`config.mk`:
```
export PLATFORM = sky130hd
export DESIGN_NAME = seq_divider
export DESIGN_NICKNAME = d
export VERILOG_FILES = /design/src/rtl/div_pkg.sv /design/src/rtl/div_trial_sub.sv /design/src/rtl/div_ctrl.sv /design/src/rtl/div_datapath.sv /design/src/rtl/seq_divider.sv
export SDC_FILE = /design/constraint.sdc
export NUM_CORES = 1
export LEC_CHECK = 0
export CAP_MARGIN = 20
export CORE_MARGIN = 2
export CORE_UTILIZATION = 53
export CTS_CLUSTER_SIZE = 16
export DETAILED_ROUTE_END_ITERATION = 10
export PLACE_DENSITY = 0.81
export SYNTH_ARGS = -nofsm -noshare
export SYNTH_HDL_FRONTEND = slang
export SYNTH_SLANG_ARGS = --single-unit
```
`constraint.sdc`:
```
create_clock -name clk -period 3.35 [get_ports clk]
set_input_delay 0.335 -clock clk [delete_from_list [all_inputs] [get_ports clk]]
set_output_delay 0.335 -clock clk [all_outputs]
set_load 0.01 [all_outputs]
```
`src/rtl/div_pkg.sv`:
```
// Shared definitions for the sequential divider.
// Assumes nothing beyond a single clock domain.
package div_pkg;

    // Controller phases: idle, iterating, final remainder correction.
    typedef enum logic [1:0] {
        ST_IDLE = 2'd0,
        ST_RUN  = 2'd1,
        ST_FIX  = 2'd2
    } div_state_e;

endpackage

```
`src/rtl/div_trial_sub.sv`:
```
// Trial subtractor: subtracts a W-bit divisor from a (W+1)-bit partial
// remainder and reports a borrow when the divisor is larger.
// Assumes both operands are unsigned.
module div_trial_sub #(
    parameter int W = 32
) (
    input  logic [W:0]   minuend,
    input  logic [W-1:0] subtrahend,
    output logic [W:0]   diff,
    output logic         borrow
);

    localparam int XW = W + 2;

    logic [XW-1:0] wide;

    // Extended subtraction; the top bit is the borrow out.
    always_comb begin
        wide   = {1'b0, minuend} - {2'b00, subtrahend};
        diff   = wide[W:0];
        borrow = wide[XW-1];
    end

endmodule

```
`src/rtl/div_ctrl.sv`:
```
// Sequencing for the divider: accepts start when idle, runs W iteration
// cycles, one correction cycle, then pulses done for one cycle.
// Assumes W >= 2 and a synchronous active-low reset.
module div_ctrl
    import div_pkg::*;
#(
    parameter int W = 32
) (
    input  logic clk,
    input  logic rst_n,
    input  logic start,
    output logic load,
    output logic step,
    output logic fix,
    output logic busy,
    output logic done
);

    localparam int            CW   = $clog2(W);
    localparam logic [CW-1:0] LAST = CW'(W - 1);

    div_state_e    state;
    logic [CW-1:0] cnt;

    // Decode phase strobes for the datapath.
    always_comb begin
        load = (state == ST_IDLE) && start;
        step = (state == ST_RUN);
        fix  = (state == ST_FIX);
        busy = (state != ST_IDLE);
    end

    // Phase register, iteration counter and completion pulse.
    always_ff @(posedge clk) begin
        if (!rst_n) begin
            state <= ST_IDLE;
            cnt   <= '0;
            done  <= 1'b0;
        end else begin
            done <= 1'b0;
            case (state)
                ST_IDLE: begin
                    if (start) begin
                        state <= ST_RUN;
                        cnt   <= '0;
                    end
                end
                ST_RUN: begin
                    if (cnt == LAST) begin
                        state <= ST_FIX;
                    end else begin
                        cnt <= cnt + 1'b1;
                    end
                end
                ST_FIX: begin
                    state <= ST_IDLE;
                    done  <= 1'b1;
                end
                default: state <= ST_IDLE;
            endcase
        end
    end

    // completion is a single-cycle pulse.
    p_done_pulse_r3: assert property (@(posedge clk) disable iff (!rst_n)
        done |=> !done);

    // never busy and done together.
    p_busy_done_excl_r9: assert property (@(posedge clk) disable iff (!rst_n)
        !(busy && done));

    // an idle start is taken up on the next cycle.
    p_accept_r2: assert property (@(posedge clk) disable iff (!rst_n)
        (start && !busy) |=> busy);

    // a start during iteration does not end or restart the run.
    p_ignore_start_r6: assert property (@(posedge clk) disable iff (!rst_n)
        (step && start) |=> busy);

endmodule

```
`src/rtl/div_datapath.sv`:
```
// Working register for the divider. The upper W+1 bits hold the partial
// remainder and the lower W bits receive quotient bits. A restore is done
// by not committing the trial difference.
// Assumes load, step and fix are mutually exclusive single-phase strobes.
module div_datapath #(
    parameter int W = 32
) (
    input  logic         clk,
    input  logic         rst_n,
    input  logic         load,
    input  logic         step,
    input  logic         fix,
    input  logic [W-1:0] dividend,
    input  logic [W-1:0] divisor,
    output logic [W-1:0] quotient,
    output logic [W-1:0] remainder
);

    localparam int RW = 2 * W + 1;

    logic [RW-1:0] rq_q;
    logic [W-1:0]  dvs_q;
    logic [W:0]    hi;
    logic [W-1:0]  lo;
    logic [W:0]    diff;
    logic          borrow;
    logic [W:0]    hi_next;

    // Split the working register into remainder and quotient parts.
    always_comb begin
        hi = rq_q[RW-1:W];
        lo = rq_q[W-1:0];
    end

    div_trial_sub #(.W(W)) u_sub (
        .minuend    (hi),
        .subtrahend (dvs_q),
        .diff       (diff),
        .borrow     (borrow)
    );

    // Keep the difference only when no borrow occurred.
    always_comb hi_next = borrow ? hi : diff;

    // Load with pre-shift, iterate with shift-in of quotient bit, then correct.
    always_ff @(posedge clk) begin
        if (!rst_n) begin
            rq_q  <= '0;
            dvs_q <= '0;
        end else if (load) begin
            rq_q  <= {{W{1'b0}}, dividend, 1'b0};
            dvs_q <= divisor;
        end else if (step) begin
            rq_q  <= {hi_next[W-1:0], lo, ~borrow};
        end else if (fix) begin
            rq_q  <= {1'b0, hi[W:1], lo};
        end
    end

    // Drive results from the two halves.
    always_comb begin
        quotient  = lo;
        remainder = hi[W-1:0];
    end

    // the captured divisor stays fixed through the iterations.
    p_div_hold_r7: assert property (@(posedge clk) disable iff (!rst_n)
        step |=> $stable(dvs_q));

    // before each step the partial remainder is below twice the divisor.
    p_rem_bound_r4: assert property (@(posedge clk) disable iff (!rst_n)
        (step && dvs_q != '0) |-> (hi < {dvs_q, 1'b0}));

    // the committed partial remainder fits in W bits.
    p_commit_fits_r4: assert property (@(posedge clk) disable iff (!rst_n)
        step |-> !hi_next[W]);

    // the spare bit under the remainder is clear before correction.
    p_spare_zero_r4: assert property (@(posedge clk) disable iff (!rst_n)
        fix |-> !rq_q[W]);

    // a zero divisor never borrows, so every quotient bit is one.
    p_zero_div_r5: assert property (@(posedge clk) disable iff (!rst_n)
        (step && dvs_q == '0) |-> !borrow);

endmodule

```
`src/rtl/seq_divider.sv`:
```
// Top of the sequential unsigned divider: one quotient bit per cycle,
// start/busy/done handshake, quotient and remainder held after done.
// Assumes W >= 2; a zero divisor yields all-ones quotient, dividend remainder.
module seq_divider #(
    parameter int W = 32
) (
    input  logic         clk,
    input  logic         rst_n,
    input  logic         start,
    input  logic [W-1:0] dividend,
    input  logic [W-1:0] divisor,
    output logic         busy,
    output logic         done,
    output logic [W-1:0] quotient,
    output logic [W-1:0] remainder
);

    logic load;
    logic step;
    logic fix;

    div_ctrl #(.W(W)) u_ctrl (
        .clk   (clk),
        .rst_n (rst_n),
        .start (start),
        .load  (load),
        .step  (step),
        .fix   (fix),
        .busy  (busy),
        .done  (done)
    );

    div_datapath #(.W(W)) u_dp (
        .clk       (clk),
        .rst_n     (rst_n),
        .load      (load),
        .step      (step),
        .fix       (fix),
        .dividend  (dividend),
        .divisor   (divisor),
        .quotient  (quotient),
        .remainder (remainder)
    );

endmodule

```
==> out/metrics.yaml <==
rsz0062_at_grt: "no"
sw_frac_of_total: 0.346
start_util: 0.545
clk-insertion-delay-late_ns: 0.37
yosys_register_bits: 105
drc_errors: 0
dr.pass1.iters: 5
synth_warnings: 0
hp-class: "register to register"
skew_ns: 0.0137
syn_area_um2: 6910
outcome: "finished, final reports clean"
worst_pin_slew_ns: 0.959
die_w_um: 118
finalSetupViolCount: 0
hp-start: "u_dp.dvs_q[31]"
timing.rr.end: "u_dp.rq_q[63]"
max_slew_margin: 0.361
drtIter0Drc: 514
core_area_um2: 12700
p_int_w: 0.00241
drt-total-wl_um: 16800
slew_viol_final: 0
reg2reg_slack_ns: 0.31
drive_above_1_share: 0.0522
hold_viol: 0
antenna_found_initial: 0
placed_area_um2: 7860
met3_usage: 0.0734
cts_max_level: 3
grt_max_degree: 97
dp_hpwl_um: 11700
p_comb_frac: 0.335
synth_top_area_cell: "dfxtp_1"
gr-total-overflow: 0
syn_avg_cell_area_um2: 7.92
grt_pass1_vias: 5786
yosysUniqueCellTypes: 67
cts-buffers-inserted: 9
clock_power_share: 0.284
finalSetupTns_ns: 0
vdd_drop_max_mv: 0.351
ys_seq_area_frac: 0.304
clk_path_buf_depth: 2
design_area_um2: 8150
dieArea_um2: 14000
antenna_cells: 0
cts_tree: "built"
p_switching_w: 0.00128
clock-sinks: 105
syn-num-nets: 978
path_clk_slew_ns: 0.08
grt.met2_usage: 0.389
crit_path_end_kind: "register"
post-route-min-period_ns: 3.04
grt_pass1_wl_um: 28000
cp_data_arrival_time_ns: 3.30
yosys_most_used_dff: "dfxtp_1"
leakage_nw: 3.10
port_buffers: 132
whs_endpoint: "u_dp.dvs_q[31]"
synth_top_cell_area_share: 0.304
p_seq_frac: 0.381
cts_setup_buffers: 0
required_ns: 3.61
num_vias: 6224
crit_fanout: 4
cap_violations: 0
rows: 41
track_usage: 0.242
crit_type: "register to register"
timing.fmax_mhz: 329
start_kind: "register"
synthTopCellsByArea: "dfxtp_1, buf_4, ha_1"
die_h_um: 118
async_flop_share: 0
period_share: 0.906
busiest_layer: "met2"
ant_nets: 0
viasPerCell: 5.70
wire_per_inst_um: 15.4
pwr_density_cell_nw_per_um2: 452
io_pins: 133
synthCells: 873
reg2reg_depth: 12
synthToLayoutAreaGrowth_pct: 18.0
finalNetCount: 1020
cts_root_buffer: "clkbuf_16"
use_met1: 0.306
place_congestion: 0.929
synth-edff-count: 0
timing.rr.start: "u_dp.rq_q[32]"
hold_path_depth: 2
-- flip-flops by register name, indices dropped and copies added (netlist names) --
register      count
u_dp.rq_q        65
u_ctrl.state      2
u_ctrl.cnt        5
u_dp.dvs_q       32
u_ctrl.done       1
-- cells by family (layout without fill, tap and decap cells) --
group | Yosys count | in the layout | share of synthesized area
buf+inv | 164 | 211 | 0.129
mux | 35 | 35 | 0.0509
compound gates | 264 | 264 | 0.269
fa+ha+maj | 38 | 38 | 0.0699
flops | 105 | 105 | 0.304
xor+xnor | 24 | 24 | 0.0304
simple gates | 243 | 243 | 0.147
-- placed cells by master (no fill, tap or decap), types with 8 or more instances in the layout --
cell and n:
mux2i_1 34, o21ai_0 33, o211ai_1 25, xnor2_1 8, nor2_1 77, nand3_1 10, a21o_1 12, a32o_1 17
clkbuf_16 9, clkdlybuf4s50_1 132, inv_1 48, ha_1 36, xor2_1 16, buf_4 13, a211oi_1 41, a21oi_1 76
nand2_1 120, dfxtp_1 105
-- Yosys cell counts, types with 5 or more instances --
cell	count
xnor2_1	8
a21o_1	12
mux2i_1	34
clkbuf_1	37
nor3_1	6
o21ai_0	33
and3_1	6
inv_1	48
nand2b_1	5
a21oi_1	76
o211ai_1	25
buf_4	66
o31a_1	5
a32o_1	17
a211oi_1	41
ha_1	37
dfxtp_1	105
xor2_1	16
nand2_1	121
nand3_1	10
nor2_1	77
-- metrics by stage --
stage          instances  worst slack (ns)   util  hold WS (ns)  total power [W]
2_1_floorplan        873             0.564      -         0.436          0.00234
3_3_place_gp        1076             0.307  0.620         0.442          0.00263
3_5_place_dp        1076             0.272  0.620         0.449          0.00264
4_1_cts             1092             0.241  0.642         0.460          0.00370
5_1_grt             1092            0.0800  0.643         0.474          0.00388
6_report            1092             0.314  0.643         0.457          0.00368
-- power by group through the flow --
stage               combinational, W  sequential, W  clock, W
finish                       0.00123        0.00140   0.00104
global route                 0.00135        0.00142   0.00111
CTS                          0.00123        0.00140   0.00107
detailed placement           0.00121        0.00143         0
global placement             0.00120        0.00143         0
floorplan                   0.000933        0.00141         0
-- how the worst max path moves through the flow --
stage                        startpoint       endpoint  slack (ns)  cells after the start
final                     u_dp.rq_q[32]  u_dp.rq_q[63]        0.31                     12
after global routing      u_dp.rq_q[32]  u_dp.rq_q[63]        0.08                     12
after CTS                 u_dp.rq_q[32]  u_dp.rq_q[63]        0.24                     12
after detailed placement  u_dp.rq_q[32]  u_dp.rq_q[63]        0.27                     12
after global placement    u_dp.rq_q[32]  u_dp.rq_q[63]        0.31                     12
after floorplan           u_dp.rq_q[32]  u_dp.rq_q[63]        0.56                     12
-- layer usage --
| layer | wire (µm) | vias up | share of wire |
|---|---|---|---|
| met5 | 0 | - | 0 |
| li1 | - | 3121 | - |
| met2 | 7750 | 224 | 0.46 |
| met3 | 1430 | 26 | 0.085 |
| met4 | 294 | 0 | 0.017 |
| met1 | 7360 | 2853 | 0.44 |
-- final cells by class --
| type | count | area [µm²] |
|---|---|---|
| Tap cell | 172 | 215 |
| Fill cell | 1122 | 4520 |
| Clock buffer | 9 | 225 |
| Timing Repair Buffer | 145 | 1420 |
| Multi-Input combinational cell | 604 | 3950 |
| Inverter | 50 | 188 |
| Clock inverter | 7 | 58.8 |
| Sequential cell | 105 | 2100 |
-- critical path, cell delays in order, from the launching register on --
cell	delay, ns
dfxtp_1	0.37
inv_1	0.06
ha_1	0.22
fa_1	0.40
nand2b_1	0.19
a21oi_2	0.16
o2111a_1	0.26
o21ai_1	0.18
a2111oi_4	0.47
o31ai_1	0.14
o21ai_1	0.17
mux2i_1	0.09
o31a_1	0.23
-- repair_timing --
action,in CTS,in global routing
resized for setup,0,1
endpoints found under the setup margin,0,1
hold buffers,0,0
Power figures use the tool's default switching activity.
